File: src/rtl/xlat_pkg.sv
package xlat_pkg;
  typedef enum logic [1:0] {
    ST_IDLE = 2'd0,
    ST_REQ  = 2'd1,
    ST_WAIT = 2'd2
  } fill_st_e;
endpackage

File: src/rtl/xlat_cam.sv
module xlat_cam #(
  parameter int ENTRIES = 10,
  parameter int VPN_W   = 20,
  parameter int PPN_W   = 20,
  parameter int PERM_W  = 4,
  localparam int IDX_W  = $clog2(ENTRIES)
) (
  input  logic               clk,
  input  logic               rst,
  input  logic               flush,
  input  logic               wr_en,
  input  logic [IDX_W-1:0]   wr_idx,
  input  logic [VPN_W-1:0]   wr_vpn,
  input  logic [PPN_W-1:0]   wr_ppn,
  input  logic [PERM_W-1:0]  wr_perm,
  input  logic [VPN_W-1:0]   lk_vpn,
  output logic [ENTRIES-1:0] match_vec,
  output logic [ENTRIES-1:0] valid_vec,
  output logic               any_hit,
  output logic [PPN_W-1:0]   rd_ppn,
  output logic [PERM_W-1:0]  rd_perm
);
  logic [VPN_W-1:0]  vpn_q  [ENTRIES];
  logic [PPN_W-1:0]  ppn_q  [ENTRIES];
  logic [PERM_W-1:0] perm_q [ENTRIES];
  logic [ENTRIES-1:0] valid_q;

  always_ff @(posedge clk) begin
    if (rst || flush) valid_q <= '0;
    else if (wr_en)   valid_q[wr_idx] <= 1'b1;
  end

  always_ff @(posedge clk) begin
    if (wr_en && !flush) begin
      vpn_q[wr_idx]  <= wr_vpn;
      ppn_q[wr_idx]  <= wr_ppn;
      perm_q[wr_idx] <= wr_perm;
    end
  end

  for (genvar g = 0; g < ENTRIES; g++) begin : g_cmp
    assign match_vec[g] = valid_q[g] && (vpn_q[g] == lk_vpn);
  end

  always_comb begin
    rd_ppn  = '0;
    rd_perm = '0;
    for (int i = 0; i < ENTRIES; i++) begin
      rd_ppn  = rd_ppn  | ({PPN_W{match_vec[i]}}  & ppn_q[i]);
      rd_perm = rd_perm | ({PERM_W{match_vec[i]}} & perm_q[i]);
    end
  end

  assign any_hit   = |match_vec;
  assign valid_vec = valid_q;
endmodule

File: src/rtl/xlat_victim.sv
module xlat_victim #(
  parameter int ENTRIES            = 10,
  parameter int LFSR_W             = 8,
  parameter logic [LFSR_W-1:0] TAPS = 8'hB8,
  localparam int IDX_W             = $clog2(ENTRIES)
) (
  input  logic               clk,
  input  logic               rst,
  input  logic               mode_rand,
  input  logic               commit,
  input  logic [ENTRIES-1:0] valid_vec,
  output logic [IDX_W-1:0]   victim_idx
);
  logic [IDX_W-1:0]  rr_q;
  logic [LFSR_W-1:0] lfsr_q;
  logic              free_any;
  logic [IDX_W-1:0]  free_idx;
  logic [IDX_W-1:0]  rand_idx;

  always_comb begin
    free_any = 1'b0;
    free_idx = '0;
    for (int i = ENTRIES - 1; i >= 0; i--) begin
      if (!valid_vec[i]) begin
        free_any = 1'b1;
        free_idx = IDX_W'(i);
      end
    end
  end

  always_ff @(posedge clk) begin
    if (rst) lfsr_q <= LFSR_W'(1);
    else     lfsr_q <= {lfsr_q[LFSR_W-2:0], ^(lfsr_q & TAPS)};
  end

  always_ff @(posedge clk) begin
    if (rst) rr_q <= '0;
    else if (commit && !free_any && !mode_rand) begin
      if (rr_q == IDX_W'(ENTRIES - 1)) rr_q <= '0;
      else                             rr_q <= rr_q + IDX_W'(1);
    end
  end

  assign rand_idx   = IDX_W'(lfsr_q % LFSR_W'(ENTRIES));
  assign victim_idx = free_any ? free_idx : (mode_rand ? rand_idx : rr_q);
endmodule

File: src/rtl/xlat_ucache.sv
module xlat_ucache #(
  parameter int ENTRIES = 10,
  parameter int VPN_W   = 20,
  parameter int PPN_W   = 20,
  parameter int PERM_W  = 4,
  parameter int LFSR_W  = 8,
  localparam int IDX_W  = $clog2(ENTRIES)
) (
  input  logic              clk,
  input  logic              rst,
  input  logic              cfg_wr,
  input  logic              cfg_rand,
  input  logic              flush_all,
  input  logic              lk_valid,
  input  logic [VPN_W-1:0]  lk_vpn,
  output logic              hit,
  output logic              stall,
  output logic [PPN_W-1:0]  out_ppn,
  output logic [PERM_W-1:0] out_perm,
  output logic              mt_req_valid,
  input  logic              mt_req_ready,
  output logic [VPN_W-1:0]  mt_req_vpn,
  input  logic              mt_rsp_valid,
  input  logic [PPN_W-1:0]  mt_rsp_ppn,
  input  logic [PERM_W-1:0] mt_rsp_perm
);
  import xlat_pkg::*;

  fill_st_e           state_q;
  logic [VPN_W-1:0]   miss_vpn_q;
  logic               mode_q;
  logic               install;
  logic [IDX_W-1:0]   victim_idx;
  logic [ENTRIES-1:0] match_vec;
  logic [ENTRIES-1:0] valid_vec;
  logic               any_hit;

  always_ff @(posedge clk) begin
    if (rst)         mode_q <= 1'b0;
    else if (cfg_wr) mode_q <= cfg_rand;
  end

  always_ff @(posedge clk) begin
    if (rst) begin
      state_q    <= ST_IDLE;
      miss_vpn_q <= '0;
    end else begin
      unique case (state_q)
        ST_IDLE: if (lk_valid && !any_hit && !flush_all) begin
          state_q    <= ST_REQ;
          miss_vpn_q <= lk_vpn;
        end
        ST_REQ:  if (mt_req_ready) state_q <= ST_WAIT;
        ST_WAIT: if (mt_rsp_valid) state_q <= ST_IDLE;
        default: state_q <= ST_IDLE;
      endcase
    end
  end

  assign install = (state_q == ST_WAIT) && mt_rsp_valid && !flush_all;

  xlat_cam #(.ENTRIES(ENTRIES), .VPN_W(VPN_W), .PPN_W(PPN_W), .PERM_W(PERM_W)) u_cam (
    .clk(clk), .rst(rst), .flush(flush_all), .wr_en(install), .wr_idx(victim_idx),
    .wr_vpn(miss_vpn_q), .wr_ppn(mt_rsp_ppn), .wr_perm(mt_rsp_perm), .lk_vpn(lk_vpn),
    .match_vec(match_vec), .valid_vec(valid_vec), .any_hit(any_hit),
    .rd_ppn(out_ppn), .rd_perm(out_perm)
  );

  xlat_victim #(.ENTRIES(ENTRIES), .LFSR_W(LFSR_W)) u_victim (
    .clk(clk), .rst(rst), .mode_rand(mode_q), .commit(install),
    .valid_vec(valid_vec), .victim_idx(victim_idx)
  );

  assign hit          = lk_valid && any_hit;
  assign stall        = lk_valid && !any_hit;
  assign mt_req_valid = (state_q == ST_REQ);
  assign mt_req_vpn   = miss_vpn_q;
endmodule

File: config.mk
export PLATFORM = sky130hd
export DESIGN_NAME = xlat_ucache
export DESIGN_NICKNAME = d
export VERILOG_FILES = /design/src/rtl/xlat_pkg.sv /design/src/rtl/xlat_cam.sv /design/src/rtl/xlat_victim.sv /design/src/rtl/xlat_ucache.sv
export SDC_FILE = /design/constraint.sdc
export NUM_CORES = 1
export LEC_CHECK = 0
export BUFFER_PORTS_ARGS = -buffer_cell sky130_fd_sc_hd__buf_2
export CORE_ASPECT_RATIO = 0.7
export CORE_UTILIZATION = 55
export CTS_CLUSTER_SIZE = 16
export DETAILED_ROUTE_END_ITERATION = 16
export PLACE_DENSITY = 0.73
export REMOVE_ABC_BUFFERS = 1
export SLEW_MARGIN = 15
export SYNTH_ARGS = -nofsm -noshare
export SYNTH_HDL_FRONTEND = slang
export SYNTH_HIERARCHICAL = 1
export SYNTH_SLANG_ARGS = --single-unit
File: constraint.sdc
create_clock -name clk -period 8.71 [get_ports clk]
set_clock_uncertainty 0.15 [all_clocks]
set_input_delay 0.871 -clock clk [delete_from_list [all_inputs] [get_ports clk]]
set_output_delay 0.871 -clock clk [all_outputs]
set_load 0.03 [all_outputs]
; Word-level counts from Yosys, hierarchy flattened
; Memories as Yosys holds them, arrays and structs flattened.
; Cells that the tools add are included.
; W data, S select, Z words.
[totals]
in_bits = 52
reg_bits = 45
ramBits = 440
elab_cells = 128
mem_count = 3
[mem_list]
columns = memory, words, word_bits, rd, rd_clocked_by_memory_dff, wr, line_no
row1 = u_cam.ppn_q, 10, 20, 10, 0, 1, xlat_cam.sv:24  ; logic [PPN_W-1:0] ppn_q [ENTRIES];
row2 = u_cam.vpn_q, 10, 20, 10, 0, 1, xlat_cam.sv:23  ; logic [VPN_W-1:0] vpn_q [ENTRIES];
row3 = u_cam.perm_q, 10, 4, 10, 0, 1, xlat_cam.sv:25  ; logic [PERM_W-1:0] perm_q [ENTRIES];
[op_classes]
reduce_logical = 29
n_bitwise = 39
eq_ne = 16
n_div = 1
n_addsub = 1
n_lt_le_gt_ge = 2
n_mux = 31
[op_table]
columns = cell, n
row1 = $and A20 B20 Y20, 10
row2 = $eq A20 B20 Y1, 10
row3 = $or A20 B20 Y20, 9
row4 = $mux W4, 13
row5 = $and A4 B4 Y4, 10
row6 = $or A4 B4 Y4, 9
row7 = $logic_and A1 B1 Y1, 19
row8 = $mux W1, 13
row9 = $or A10 B10 Y10, 1
row10 = $reduce_or A10 Y1, 1
row11 = $mod A8 B4 Y8 const B, 1
row12 = $reduce_xor A8 Y1, 1
row13 = $mux W2, 3
row14 = $pmux W2 S3, 1
row15 = $lt A4 B5 Y1 const B, 1
row16 = $add A4 B1 Y4 const B, 1
row17 = $demux W1 S4, 1
row18 = $eq A4 B4 Y1 const B, 1
row19 = $ge A4 B1 Y1 const B, 1
row20 = $logic_not A1 Y1, 4
row21 = $ne A2 B2 Y1 const B, 2
row22 = $reduce_and A3 Y1, 1
row23 = $eq A2 B1 Y1 const B, 1
row24 = $eq A2 B2 Y1 const B, 1
row25 = other kinds (4), 4

; Logic depth before layout (Yosys ltp)
[logic_depth]
word_depth = 16
depth_mapped = 17
mapped_depth_nobuf = 14

; Modules after synthesis
; Netlist, hierarchy kept.
[modules_own_cells]
columns = module, cells_each, instances, area_per_inst_um2
row1 = xlat_cam, 1049, 1, 17709.5
row2 = xlat_victim, 192, 1, 1440.1
row3 = xlat_ucache, 102, 1, 1124.8

; Least setup slack after synthesis
; No wires, ideal clock.
[synth_timing]
path_kind = flip-flop to flip-flop
from = register u_victim.lfsr_q[4]
to = memory u_cam.perm_q[1][0], enable pin
synth_period_minus_slack_ns = 7.086
path_stages_with_launch = 15
arrival_ns = 6.437
path_buffers = 2
t_required_ns = 8.060
setup_ns = 0.500
slack_ns = 1.624
cell_sequence = dfxtp_1 > buf_2 > inv_2 > ha_1 > buf_6 > o21a_1 > a2111oi_4 > o211ai_2 > a31oi_4 > nand2_1 > maj3_2 > a221o_1 > and4_1 > or3b_2 > nor3_1
[synth_via]
elab_chain_len = 3
[synth_rtl]
columns = item, line_no
row1 = from (decl), xlat_victim.sv:15  ; logic [LFSR_W-1:0] lfsr_q;
row2 = from (signal assigned), xlat_victim.sv:33  ; else lfsr_q <= {lfsr_q[LFSR_W-2:0], ^(lfsr_q & TAPS)};
row3 = $mod A8 B4 Y8, xlat_victim.sv:44  ; assign rand_idx = IDX_W'(lfsr_q % LFSR_W'(ENTRIES));
row4 = $mux W4 (2 in a row), xlat_victim.sv:45  ; assign victim_idx = free_any ? free_idx : (mode_rand ? rand_idx : rr_q);
row5 = named net victim_idx[3], xlat_ucache.sv:33  ; logic [IDX_W-1:0] victim_idx;
row6 = to (decl), xlat_cam.sv:25
; The timed path passes the listed nets, and every way through them passes these cells.

; Worst setup path after layout
[layout_timing]
from = register u_victim.lfsr_q[5]
to = memory u_cam.vpn_q[1][17], enable pin
[layout_via]
elab_chain_len = 3
[layout_rtl]
columns = item, line_no
row1 = $mod A8 B4 Y8, xlat_victim.sv:44
row2 = $mux W4 (2 in a row), xlat_victim.sv:45
row3 = named net victim_idx[3], xlat_ucache.sv:33
row4 = to (decl), xlat_cam.sv:23
; The timed path passes the listed nets, and every way through them passes these cells.

==> impl_metrics.env <==
export IMPL_worst_ep_arrival_time_ns=5.27
export IMPL_clk_transition_reported_paths_ns=0.06
export IMPL_first_global_vias=11308
export IMPL_fp_row_count=58
export IMPL_cpMostUsedCell="a221o_1"
export IMPL_swShare_pct=20.5
export IMPL_power_sequential_fraction_pct=55.4
export IMPL_synth_simple_gate_area_share_pct=12.1
export IMPL_grt_antenna_before_repair=3
export IMPL_route_detailed_wl_per_inst_um=23.6
export IMPL_hold_viol_final=0
export IMPL_ir_drop_v=0.000135
export IMPL_initial_utilization_pct=56.1
export IMPL_max_stage_delay_ns=0.87
export IMPL_floorplan_die_width_um=231
export IMPL_proportion_of_layout_cells_with_a_drive_suffix_above_1_pct=17.1
export IMPL_cts_max_level=2
export IMPL_synth_largest_area_cell="edfxtp_1"
export IMPL_worst_skew_pair_later_pin_latency_ns=0.55
export IMPL_postLayoutCoreUtil_pct=62.5
export IMPL_cts_hold_fix_buffers=0
export IMPL_synthAdderAreaFrac_pct=0.179
export IMPL_cp_buffers_inverters=1
export IMPL_cts_sink_count=485
export IMPL_cts_path_max_buffers=3
export IMPL_p_int_mw=3.69
export IMPL_yosysUniqueCellTypes=78
export IMPL_critPathSlowestCell="dfxtp_1"
export IMPL_synth_yosys_warnings=6
export IMPL_cp_max_fo=44
export IMPL_asyncSetResetFlopFracSynth_pct=0
export IMPL_pwr_share_comb_pct=3.5
export IMPL_route_detailed_vias_per_inst=6.10
export IMPL_grt_start_max_net_pins=57
export IMPL_netlist_area_leader_share_pct=65.2
export IMPL_synth_common_cells="edfxtp_1 (440), xnor2_1 (130), nand3_1 (110)"
export IMPL_slew_viol_final=0
export IMPL_grt_setup_unrepaired="false"
export IMPL_num_io_pins=99
export IMPL_run_status="complete, no violations"
export IMPL_synth_seq_cells=485
export IMPL_post_synth_cell_area_avg_um2=15.1
export IMPL_drt_wl_total_um=45900
export IMPL_tritoncts="built"
export IMPL_relative_slew_slack_pct=22.0
export IMPL_timing_critical_path_required_ns=8.74
export IMPL_detail_route_antenna_nets=0
export IMPL_compound_gate_fraction_of_synth_area_pct=5.40
export IMPL_place_detailed_hpwl_um=27400
export IMPL_timing_critical_path_cells="ha_1 -> o21a_1 -> nor3_1 -> or3_1 -> o21ai_0 -> a221o_1 -> nand3_1 -> a221o_1 -> and4_1 -> or3b_2 -> nor3_2 -> buf_4"
export IMPL_drc=0
export IMPL_drt_pre_antenna_iters=5
export IMPL_tightest_slew_ns=1.17
export IMPL_buffer_cell_driving_the_clock_tree_root="clkbuf_16"
export IMPL_finalWorstSetupSlack_ns=3.47
export IMPL_critical_path_top_delay_family="simple AND/OR/NAND/NOR gates"
export IMPL_worst_setup_path_type="flip-flop to flip-flop"
export IMPL_dieHeight_um=163
export IMPL_setup_worst_path_start_class="flip-flop"
export IMPL_syn2layout_area_growth_pct=11.4
export IMPL_place_port_buffers=98
export IMPL_synth_xor_xnor_area_share_pct=8.77
export IMPL_die_area_um2=37600
export IMPL_fin_crit_sh_pct=60.2
export IMPL_cts_buffers_inserted=45
export IMPL_drv_max_cap_violation_count=0
export IMPL_share_of_the_yosys_chip_area_belonging_to_registers_pct=69.6
export IMPL_coreArea_um2=36100
export IMPL_net_switching_power_mw=0.949
export IMPL_grt_first_pass_wirelength_um=69700
export IMPL_timing_critical_path_to_type="flip-flop"
export IMPL_postCtsResizedCells=0
export IMPL_place_congestion=0.841
export IMPL_totalNegativeSetupSlack_ns=0
export IMPL_fmaxAchievable_mhz=191
export IMPL_final_nets=1489
export IMPL_ys_flop_type="edfxtp_1"
export IMPL_hold_removal_path_class="flip-flop to flip-flop"
export IMPL_synth_area_um2=20300
export IMPL_power_static_leakage_nw=7.20
export IMPL_setup_slack_at_placement_ns=3.53
export IMPL_layout_min_cycle_time_ns=5.24
export IMPL_synth_edf_count=440
export IMPL_post_cts_setup_buffer_count=0
export IMPL_combinational_family_with_the_most_area_after_synthesis="simple AND/OR/NAND/NOR gates"
export IMPL_overflow=0
export IMPL_setup_viol_count_final=0
export IMPL_clock_group_share_of_total_power_pct=41.1
export IMPL_post_synthesis_instance_total=1343
export IMPL_yosys_mux_area_fraction_pct=1.40
export IMPL_ranking_of_synthesized_cells_by_area="edfxtp_1 (65%), xnor2_1 (5.6%), dfxtp_1 (4.4%)"
export IMPL_power_per_cell_area_nw_per_um2=205
export IMPL_synthMostInstantiatedCell="edfxtp_1"
export IMPL_insertedDiodeCount=0
export IMPL_vias=11888
export IMPL_detail_route_iter0_violations=1452
export IMPL_grt_use_total_pct=24.9
==> placed cells by master, fill, tap and decap left out, types with 5 or more instances in the layout <==
| cell type | count |
|---|---|
| edfxtp_1 | 440 |
| xnor2_1 | 130 |
| nand3_1 | 110 |
| buf_2 | 98 |
| a22oi_1 | 73 |
| xor2_1 | 73 |
| nand4_1 | 54 |
| clkbuf_16 | 46 |
| dfxtp_1 | 45 |
| nor2_1 | 27 |
| or2b_2 | 26 |
| and4_1 | 26 |
| mux2i_1 | 25 |
| buf_4 | 24 |
| nand2b_1 | 19 |
| nor4_1 | 19 |
| nand2_1 | 18 |
| a21oi_1 | 16 |
| nor2b_1 | 15 |
| nor3_1 | 14 |
| clkinv_1 | 14 |
| o21ai_0 | 12 |
| inv_1 | 9 |
| clkbuf_1 | 8 |
| nor4_4 | 7 |
| nor3_2 | 7 |
| clkinv_2 | 6 |
| a31oi_1 | 6 |
| or3_1 | 5 |
| nor3b_1 | 5 |
==> stage by stage <==
step           instance area (um2)  hold WS [ns]  total power [mW]  cells
3_3_place_gp                 21200         0.345              2.78   1868
3_5_place_dp                 21200         0.353              2.78   1868
6_report                     22600         0.364              4.64   1950
2_1_floorplan                19800         0.313              2.69   1266
4_1_cts                      22600         0.362              4.66   1950
5_1_grt                      22600         0.381              4.76   1950
==> power groups by stage <==
stage	Combinational, mW	Sequential, mW	Clock [mW]
final	0.164	2.57	1.90
after detailed placement	0.164	2.62	0
after CTS	0.165	2.57	1.92
after global routing	0.177	2.57	2.01
after global placement	0.161	2.62	0
after floorplan	0.0734	2.61	0
==> logic make-up after synthesis <==
family,count (synthesis)
AOI/OAI and AO/OA,148
xor gates and xnor gates,203
adders and majority gates,3
buffers and inverters,88
DFF,485
muxes,27
and+or+nand+nor,389
==> sequential cells by signal, indices dropped and copies added (netlist names) <==
register	flops
u_victim/rr_q	4
mt_req_vpn	20
u_cam/valid_vec	10
u_cam/ppn_q	200
u_cam/vpn_q	200
u_cam/perm_q	40
mode_q	1
u_victim/lfsr_q	8
state_q	2
==> layer usage <==
layer / vias to the layer above / global-route usage, % / share of wire (%)
met2: 584 / 37.4 / 45
met4: 0 / 5.63 / 1.6
met3: 67 / 4.32 / 9.5
li1: 5331 / - / -
met5: - / 0 / 0
met1: 5906 / 38.0 / 44
==> final cells by class <==
cell class	instances	area, um2
repair buffers	122	671
flip-flops and latches	485	14100
inverters	11	41.3
fillers	2593	13500
clock buffers	54	1180
well taps	480	601
clock inverters	28	243
multi-input cells	770	5740
==> worst paths after layout <==
check | from | end | slack [ns] | cells past startpoint
max reg2reg | u_victim/lfsr_q[5] | u_cam/vpn_q[1][17] | 3.47 | 12
max | u_victim/lfsr_q[5] | u_cam/vpn_q[1][17] | 3.47 | 12
min | u_victim/lfsr_q[0] | u_victim/lfsr_q[1] | 0.36 | 1
min reg2reg | u_victim/lfsr_q[0] | u_victim/lfsr_q[1] | 0.36 | 1
(Power assumes the default switching activity.)
